`config.mk`:
```
export PLATFORM = sky130hd
export DESIGN_NAME = bus_io_decode
export DESIGN_NICKNAME = d
export VERILOG_FILES = /design/src/rtl/bio_pkg.sv /design/src/rtl/bio_space_decode.sv /design/src/rtl/bio_port_select.sv /design/src/rtl/bio_latch_bank.sv /design/src/rtl/bus_io_decode.sv
export SDC_FILE = /design/constraint.sdc
export NUM_CORES = 1
export LEC_CHECK = 0
export ABC_AREA = 1
export BUFFER_PORTS_ARGS = -buffer_cell sky130_fd_sc_hd__buf_2
export CAP_MARGIN = 10
export CORE_ASPECT_RATIO = 0.6
export CORE_UTILIZATION = 43
export DETAILED_ROUTE_END_ITERATION = 6
export PLACE_DENSITY = 0.78
export SKIP_CTS_REPAIR_TIMING = 1
export SLEW_MARGIN = 25
export SYNTH_ARGS = -nofsm -noshare
export SYNTH_HDL_FRONTEND = slang
export SYNTH_SLANG_ARGS = --single-unit
```
`constraint.sdc`:
```
create_clock -name clk -period 1.2 [get_ports clk]
set_clock_uncertainty 0.05 [all_clocks]
set_input_delay 0.06 -clock clk [delete_from_list [all_inputs] [get_ports clk]]
set_output_delay 0.06 -clock clk [all_outputs]
set_load 0.1 [all_outputs]
```
`src/rtl/bio_pkg.sv`:
```
package bio_pkg;

    typedef enum logic [1:0] {
        CYC_IDLE = 2'd0,
        CYC_MEM  = 2'd1,
        CYC_IO   = 2'd2
    } cyc_kind_e;

    typedef struct packed {
        logic rd;
        logic wr;
        logic io_sel;
    } bus_ctl_t;

    function automatic cyc_kind_e classify(input logic active, input logic io_hit);
        if (!active)
            return CYC_IDLE;
        return io_hit ? CYC_IO : CYC_MEM;
    endfunction

endpackage

```
`src/rtl/bio_space_decode.sv`:
```
module bio_space_decode
    import bio_pkg::*;
#(
    parameter int          ADDR_W      = 16,
    parameter logic [15:0] IO_BASE     = 16'hFC00,
    parameter bit          SEPARATE_IO = 1'b0
) (
    input  logic [ADDR_W-1:0] addr,
    input  bus_ctl_t          ctl,
    output cyc_kind_e         kind
);

    logic io_hit;

    generate
        if (SEPARATE_IO) begin : g_sep
            logic [ADDR_W-1:0] unused_addr;
            assign unused_addr = addr;
            assign io_hit = ctl.io_sel;
        end else begin : g_map
            assign io_hit = (addr >= ADDR_W'(IO_BASE));
        end
    endgenerate

    assign kind = classify(ctl.rd | ctl.wr, io_hit);

endmodule

```
`src/rtl/bio_port_select.sv`:
```
module bio_port_select #(
    parameter int N_PORTS = 4,
    localparam int SEL_W  = $clog2(N_PORTS)
) (
    input  logic [SEL_W-1:0]   sel,
    input  logic               rd_en,
    input  logic               wr_en,
    output logic [N_PORTS-1:0] oe,
    output logic [N_PORTS-1:0] ld
);

    generate
        for (genvar k = 0; k < N_PORTS; k++) begin : g_port
            logic hit;
            assign hit   = (sel == SEL_W'(k));
            assign oe[k] = hit & rd_en;
            assign ld[k] = hit & wr_en;
        end
    endgenerate

endmodule

```
`src/rtl/bio_latch_bank.sv`:
```
module bio_latch_bank #(
    parameter int N_PORTS = 4,
    parameter int DATA_W  = 8
) (
    input  logic                      clk,
    input  logic                      rst,
    input  logic [N_PORTS-1:0]        clr,
    input  logic [N_PORTS-1:0]        ld,
    input  logic [DATA_W-1:0]         wdata,
    output logic [N_PORTS*DATA_W-1:0] q
);

    generate
        for (genvar k = 0; k < N_PORTS; k++) begin : g_lat
            logic [DATA_W-1:0] r;
            always_ff @(posedge clk) begin
                if (rst || clr[k])
                    r <= '0;
                else if (ld[k])
                    r <= wdata;
            end
            assign q[k*DATA_W +: DATA_W] = r;

            p_load_r5: assert property (@(posedge clk) disable iff (rst)
                (ld[k] && !clr[k]) |=> (q[k*DATA_W +: DATA_W] == $past(wdata)));
            p_clear_r10: assert property (@(posedge clk) disable iff (rst)
                clr[k] |=> (q[k*DATA_W +: DATA_W] == '0));
            p_hold_r5: assert property (@(posedge clk) disable iff (rst)
                (!ld[k] && !clr[k]) |=> $stable(q[k*DATA_W +: DATA_W]));
        end
    endgenerate

endmodule

```
`src/rtl/bus_io_decode.sv`:
```
module bus_io_decode
    import bio_pkg::*;
#(
    parameter int          ADDR_W      = 16,
    parameter int          DATA_W      = 8,
    parameter int          N_PORTS     = 4,
    parameter logic [15:0] IO_BASE     = 16'hFC00,
    parameter bit          SEPARATE_IO = 1'b0,
    localparam int         SEL_W       = $clog2(N_PORTS),
    localparam int         BUS_W       = N_PORTS * DATA_W
) (
    input  logic               clk,
    input  logic               rst,
    input  logic [ADDR_W-1:0]  addr,
    input  logic               rd,
    input  logic               wr,
    input  logic               io_sel,
    input  logic [DATA_W-1:0]  wdata,
    input  logic [BUS_W-1:0]   src_data,
    input  logic [N_PORTS-1:0] dst_clr,
    output logic               mem_cs,
    output logic [N_PORTS-1:0] src_oe,
    output logic [N_PORTS-1:0] dst_ld,
    output logic [DATA_W-1:0]  rdata,
    output logic [BUS_W-1:0]   dst_q
);

    bus_ctl_t  ctl;
    cyc_kind_e kind;
    logic      io_cyc;

    assign ctl = '{rd: rd, wr: wr, io_sel: io_sel};

    bio_space_decode #(
        .ADDR_W      (ADDR_W),
        .IO_BASE     (IO_BASE),
        .SEPARATE_IO (SEPARATE_IO)
    ) u_space (
        .addr (addr),
        .ctl  (ctl),
        .kind (kind)
    );

    assign io_cyc = (kind == CYC_IO);
    assign mem_cs = (kind == CYC_MEM);

    bio_port_select #(
        .N_PORTS (N_PORTS)
    ) u_sel (
        .sel   (addr[SEL_W-1:0]),
        .rd_en (io_cyc & rd),
        .wr_en (io_cyc & wr),
        .oe    (src_oe),
        .ld    (dst_ld)
    );

    bio_latch_bank #(
        .N_PORTS (N_PORTS),
        .DATA_W  (DATA_W)
    ) u_lat (
        .clk   (clk),
        .rst   (rst),
        .clr   (dst_clr),
        .ld    (dst_ld),
        .wdata (wdata),
        .q     (dst_q)
    );

    // Read path: OR of gated sources stands in for three-state drivers.
    always_comb begin
        rdata = '0;
        for (int k = 0; k < N_PORTS; k++)
            rdata |= src_oe[k] ? src_data[k*DATA_W +: DATA_W] : '0;
    end

    p_src_onehot_r8: assert property (@(posedge clk) disable iff (rst)
        $onehot0(src_oe));
    p_dst_onehot_r8: assert property (@(posedge clk) disable iff (rst)
        $onehot0(dst_ld));
    p_no_conflict_r7: assert property (@(posedge clk) disable iff (rst)
        !(mem_cs && (|src_oe)));
    p_rd_gate_r4: assert property (@(posedge clk) disable iff (rst)
        (|src_oe) |-> rd);
    p_wr_gate_r5: assert property (@(posedge clk) disable iff (rst)
        (|dst_ld) |-> wr);
    p_idle_rdata_r9: assert property (@(posedge clk) disable iff (rst)
        !(|src_oe) |-> (rdata == '0));
    p_idle_cs_r1: assert property (@(posedge clk) disable iff (rst)
        !(rd || wr) |-> !mem_cs);

    generate
        if (!SEPARATE_IO) begin : g_map_chk
            p_window_r2: assert property (@(posedge clk) disable iff (rst)
                ((|src_oe) || (|dst_ld)) |-> (addr >= ADDR_W'(IO_BASE)));
        end
    endgenerate

endmodule

```
**Yosys cells after proc, flatten, opt, wreduce, memory -nomap -nowiden**

Index checks and enable logic that the tools add are counted.
Widths: inputs -> output; s select.

- Mux-type cells: 6
- Reduce and logical (&&, ||, !) cells: 5
- Equal/unequal tests: 5
- Magnitude comparators: 1
- Bitwise gates (word level): 14

Operator list:

| kind | number |
|---|---|
| $mux 8 | 4 |
| $or 8x8->8 | 3 |
| $ge 16x16->1 const B | 1 |
| $and 1x1->1 | 10 |
| $eq 2x2->1 const B | 3 |
| $eq 2x1->1 const B | 2 |
| $logic_or 1x1->1 | 4 |
| $mux 2 | 2 |
| $logic_not 2->1 | 1 |
| $or 1x1->1 | 1 |

- Bits in registers: 32

**Longest topological paths before layout**

- Depth after elaboration: 10
- Gate-level depth with buffers: 7
- Gate-level depth less buffers: 6

**Hierarchy**

From an unflattened synthesis, not the netlist that was laid out.

- Cell total of the unflattened synthesis: 285
- Area total of the unflattened synthesis: 1,682.9 um^2

By module, submodules not included:

| module | sequential area each (um^2) | area each (um^2) | instances | cells an instance |
|---|---|---|---|---|
| bio_latch_bank | 640.6 | 1,257.5 | 1 | 180 |
| bus_io_decode | 0.0 | 327.8 | 1 | 80 |
| bio_port_select | 0.0 | 60.1 | 1 | 16 |
| bio_space_decode | 0.0 | 37.5 | 1 | 9 |

**Worst setup path before layout**

Ideal clock, no wire load.

- Path type: input to output
- From: in rd
- To: out mem_cs
- Data arrival time: 1.808 ns
- Stages on the path: 3
- Slack: -0.718 ns
- Path buffers: 1
- Data required time: 1.090 ns
- Cell sequence: clkbuf_1 nor2_1 a21oi_1

- Cells in the longest elaborated chain, start to end: 3

Ends and longest elaborated chain:

| item | line | RTL |
|---|---|---|
| start: declaration | bus_io_decode.sv:15 | `input logic rd,` |
| $or 1x1->1 | bio_space_decode.sv:25 | `assign kind = classify(ctl.rd \| ctl.wr, io_hit);` |
| $mux 2 | bio_pkg.sv:18 | `return io_hit ? CYC_IO : CYC_MEM;` |
| $eq 2x1->1 | bus_io_decode.sv:45 | `assign mem_cs = (kind == CYC_MEM);` |
| end: declaration | bus_io_decode.sv:21 | `output logic mem_cs,` |

Every way passes these cells.

**Final worst setup path**

- From: in addr[11]
- To: out rdata[2]

- Cells in the longest elaborated chain, start to end: 10
- Elaborated cells between the ends (all ways): 16
- Those cells by class: order compare (1); eq/ne (1); mux (6); bitwise (8)

Ends and longest elaborated chain:

| item | line | RTL |
|---|---|---|
| start: declaration | bus_io_decode.sv:14 | `input logic [ADDR_W-1:0] addr,` |
| $ge 16x16->1 * | bio_space_decode.sv:21 | `assign io_hit = (addr >= ADDR_W'(IO_BASE));` |
| $mux 2 * (2 in series) | bio_pkg.sv:18 |  |
| $eq 2x2->1 * | bus_io_decode.sv:44 | `assign io_cyc = (kind == CYC_IO);` |
| $and 1x1->1 * | bus_io_decode.sv:51 | `.rd_en (io_cyc & rd),` |
| $and 1x1->1 | bio_port_select.sv:16 | `assign oe[k] = hit & rd_en;` |
| $mux 8 | bus_io_decode.sv:73 | `rdata \|= src_oe[k] ? src_data[k*DATA_W +: DATA_W] : '0;` |
| $or 8x8->8 (2 in series) | bus_io_decode.sv:73 |  |
| $or 8x8->8 * | bus_io_decode.sv:73 |  |
| end: declaration | bus_io_decode.sv:24 | `output logic [DATA_W-1:0] rdata,` |

Mark *: on every way between the ends. The rest lies on a longest branch, timed or not.

==> results.toml <==
[grt]
grt_max_degree = 18
grt_usage_pct = 25.2
grt_pass1_wl_microns = 8770
grt_remaining_overflow = 0
grt_pass1_vias = 1980
antenna_found_initial = 0

[worst_setup_path]
worst_path_max_delay_cell = "nor2_4"
cp.arrival_ns = 1.28
ff2ff_path_depth = 4
cp.depth = 9
path_max_fanout = 4
r2r-end = "u_lat.g_lat[3].r[2]$_SDFFE_PP0P_"
r2r_start = "u_lat.g_lat[3].r[2]$_SDFFE_PP0P_"
worst-setup-path-type = "primary input to output pin"
critPathMaxStageDelay_ns = 0.21
r2r_setup_slack_ns = 0.38
cp_cell_sequence = "buf_8, nand2_8, buf_6, nor2_4, nand4_2, nor2_1, nor2_1, nand2_4, buf_12"
cp-start-kind = "primary input"
crit_family = "simple AND/OR/NAND/NOR gates"
timing.critical_path.mode_cell = "nor2_1"
worst_ep_required_time_ns = 1.09
setup.worst_path.start = "addr[11]"
cp-end-kind = "output pin"
cp_num_buf_inv = 3

[drt]
via_count = 2626
viasPerCell = 4.93
drc_errors = 0
totalWireLength_microns = 8010
drtPass1Iterations = 5
postRouteAntennaNets = 0
first_iter_violations = 201
drt-wirelength-per-cell_microns = 15.0

[final_layout]
drive_gt1_share_pct = 49.7
nets = 538
final_cell_area_sq_um = 3500
regMostFlops = "u_lat.g_lat.r"
final_common_cell = "nor2_1"
area_growth_pct = 84.6
reg_top3 = "u_lat.g_lat.r: 32 flops"
largest_reg_flops = 32
num_antenna_cells = 0
mostFrequentLayoutCells = "110 x nor2_1, 82 x buf_2, 66 x inv_1"

[hold_path]
holdPathEnd = "u_lat.g_lat[1].r[1]$_SDFFE_PP0P_"
hp-start = "wdata[1]"
worstHoldPathCells = 3
min_path_type = "primary input to flip-flop"

[logic_synthesis]
ys.flop_type = "dfxtp_1"
ys_seq_elements = 32
synthDistinctLibCells = 14
yosys.area.top_type_share_pct = 33.8
synthCells = 320
post-synth-top-area-cell = "dfxtp_1"
avgSynthCellArea_sq_um = 5.92
async_flop_share_pct = 0
seq_area_frac_synth_pct = 33.8
syn-cell-area_sq_um = 1900
ys_warn_count = 0
synthesis.nets = 385
synth_edf_count = 0
yosys-top-cells-area = "dfxtp_1 34%, nor2_1 23%, inv_1 15%"

[clocking]
ctsHtreeMaxLevel = 2
clockBufferDepth = 2
path_clk_slew_ns = 0.06
numCtsBuffers = 5
cts_tree = "yes"
clock-sinks = 32
insertion_delay_ns = 0.28
root_buffer = "clkbuf_8"

[sta]
final.setup.worst_slack_ns = -0.188
hold_violations = 0
slew_headroom_pct = 66.8
maxSlewViolCount = 0
worst_slew_pin_slew_ns = 0.502
fmax_mhz = 720
setup_viol = 12
period_share_pct = 116
rsz0062_at_grt = "true"
min_period_ns = 1.39

[placement]
io_buffer_count = 104
dp_hpwl_microns = 4460
gp_congestion = 0.806
placed_cell_area_sq_um = 2990

[floorplanning]
start_util_pct = 45.5
die_w_microns = 87.7
core_area_sq_um = 4170
die_height_microns = 53.4
rows = 18
top_level_ports = 114
dieArea_sq_um = 4690

[status]
run_status = "complete, but fails checks"
violations = "setup timing"

[power]
fin_total_pwr_w = 0.00236
powerDensity_nw_per_um2 = 673
ir_worst_vdd_mv = 0.688
p_leak_nw = 2.02

[run]
maxCapViolCount = 0
layer usage:
layer / track usage, % / share of wire (%) / wire [microns]
met1: 31.7 / 40 / 3180
met2: 43.5 / 47 / 3780
met3: 5.93 / 8.8 / 703
met4: 6.28 / 4.4 / 351
met5: 0 / 0 / 0
cell usage after synthesis, types with 2 or more instances:
master   instances
nand4_4          4
nand2_2          6
nand4_2          4
nor2_2           2
dfxtp_1         32
inv_1           75
nor2_1         118
buf_6            4
nand2_1         70
worst max path at each step:
stage / to / slack (ns)
2_1_floorplan: mem_cs / -0.1
3_3_place_gp: rdata[7] / -0.07
3_5_place_dp: rdata[2] / -0.13
4_1_cts: rdata[2] / -0.13
5_1_grt: rdata[2] / -0.22
6_report: rdata[2] / -0.19
report_power, final:
part | total, W | switching (W) | internal, W
sequential | 0.00106 | 0.000000515 | 0.00106
clock | 0.000900 | 0.000389 | 0.000510
combinational | 0.000393 | 0.000234 | 0.000160
total | 0.00236 | 0.000624 | 0.00173
through the flow:
stage               setup TNS, ns  hold slack (ns)  std cells  util, %  setup WS (ns)
finish                     -0.965           0.0423        533     84.0         -0.188
global route                -1.73           0.0468        533     84.0         -0.217
CTS                         -1.23           0.0241        504     74.2         -0.130
detailed placement          -1.71            0.315        497     71.9         -0.129
global placement           -0.770            0.301        497     71.9        -0.0675
floorplan                 -0.0991            0.145        320        -        -0.0991
logic make-up after synthesis:
| family | count (synthesis) | synth area share [%] |
|---|---|---|
| AND/OR/NAND/NOR | 205 | 48.1 |
| flip-flops | 32 | 33.8 |
| AO/OA/AOI/OAI | 1 | 0.264 |
| buffers and inverters | 82 | 17.9 |
layout make-up:
cell class | count | area (sq um)
Clock buffer | 7 | 96.3
Sequential cell | 32 | 681
Multi-Input combinational cell | 211 | 1150
Timing Repair Buffer | 147 | 1170
Fill cell | 238 | 668
Tap cell | 60 | 75.1
Inverter | 76 | 320
worst min-delay path: stages:
cell,delay [ns]
buf_2,0.13
nor2_1,0.06
nor2_1,0.08
Power figures use the tool's default switching activity.
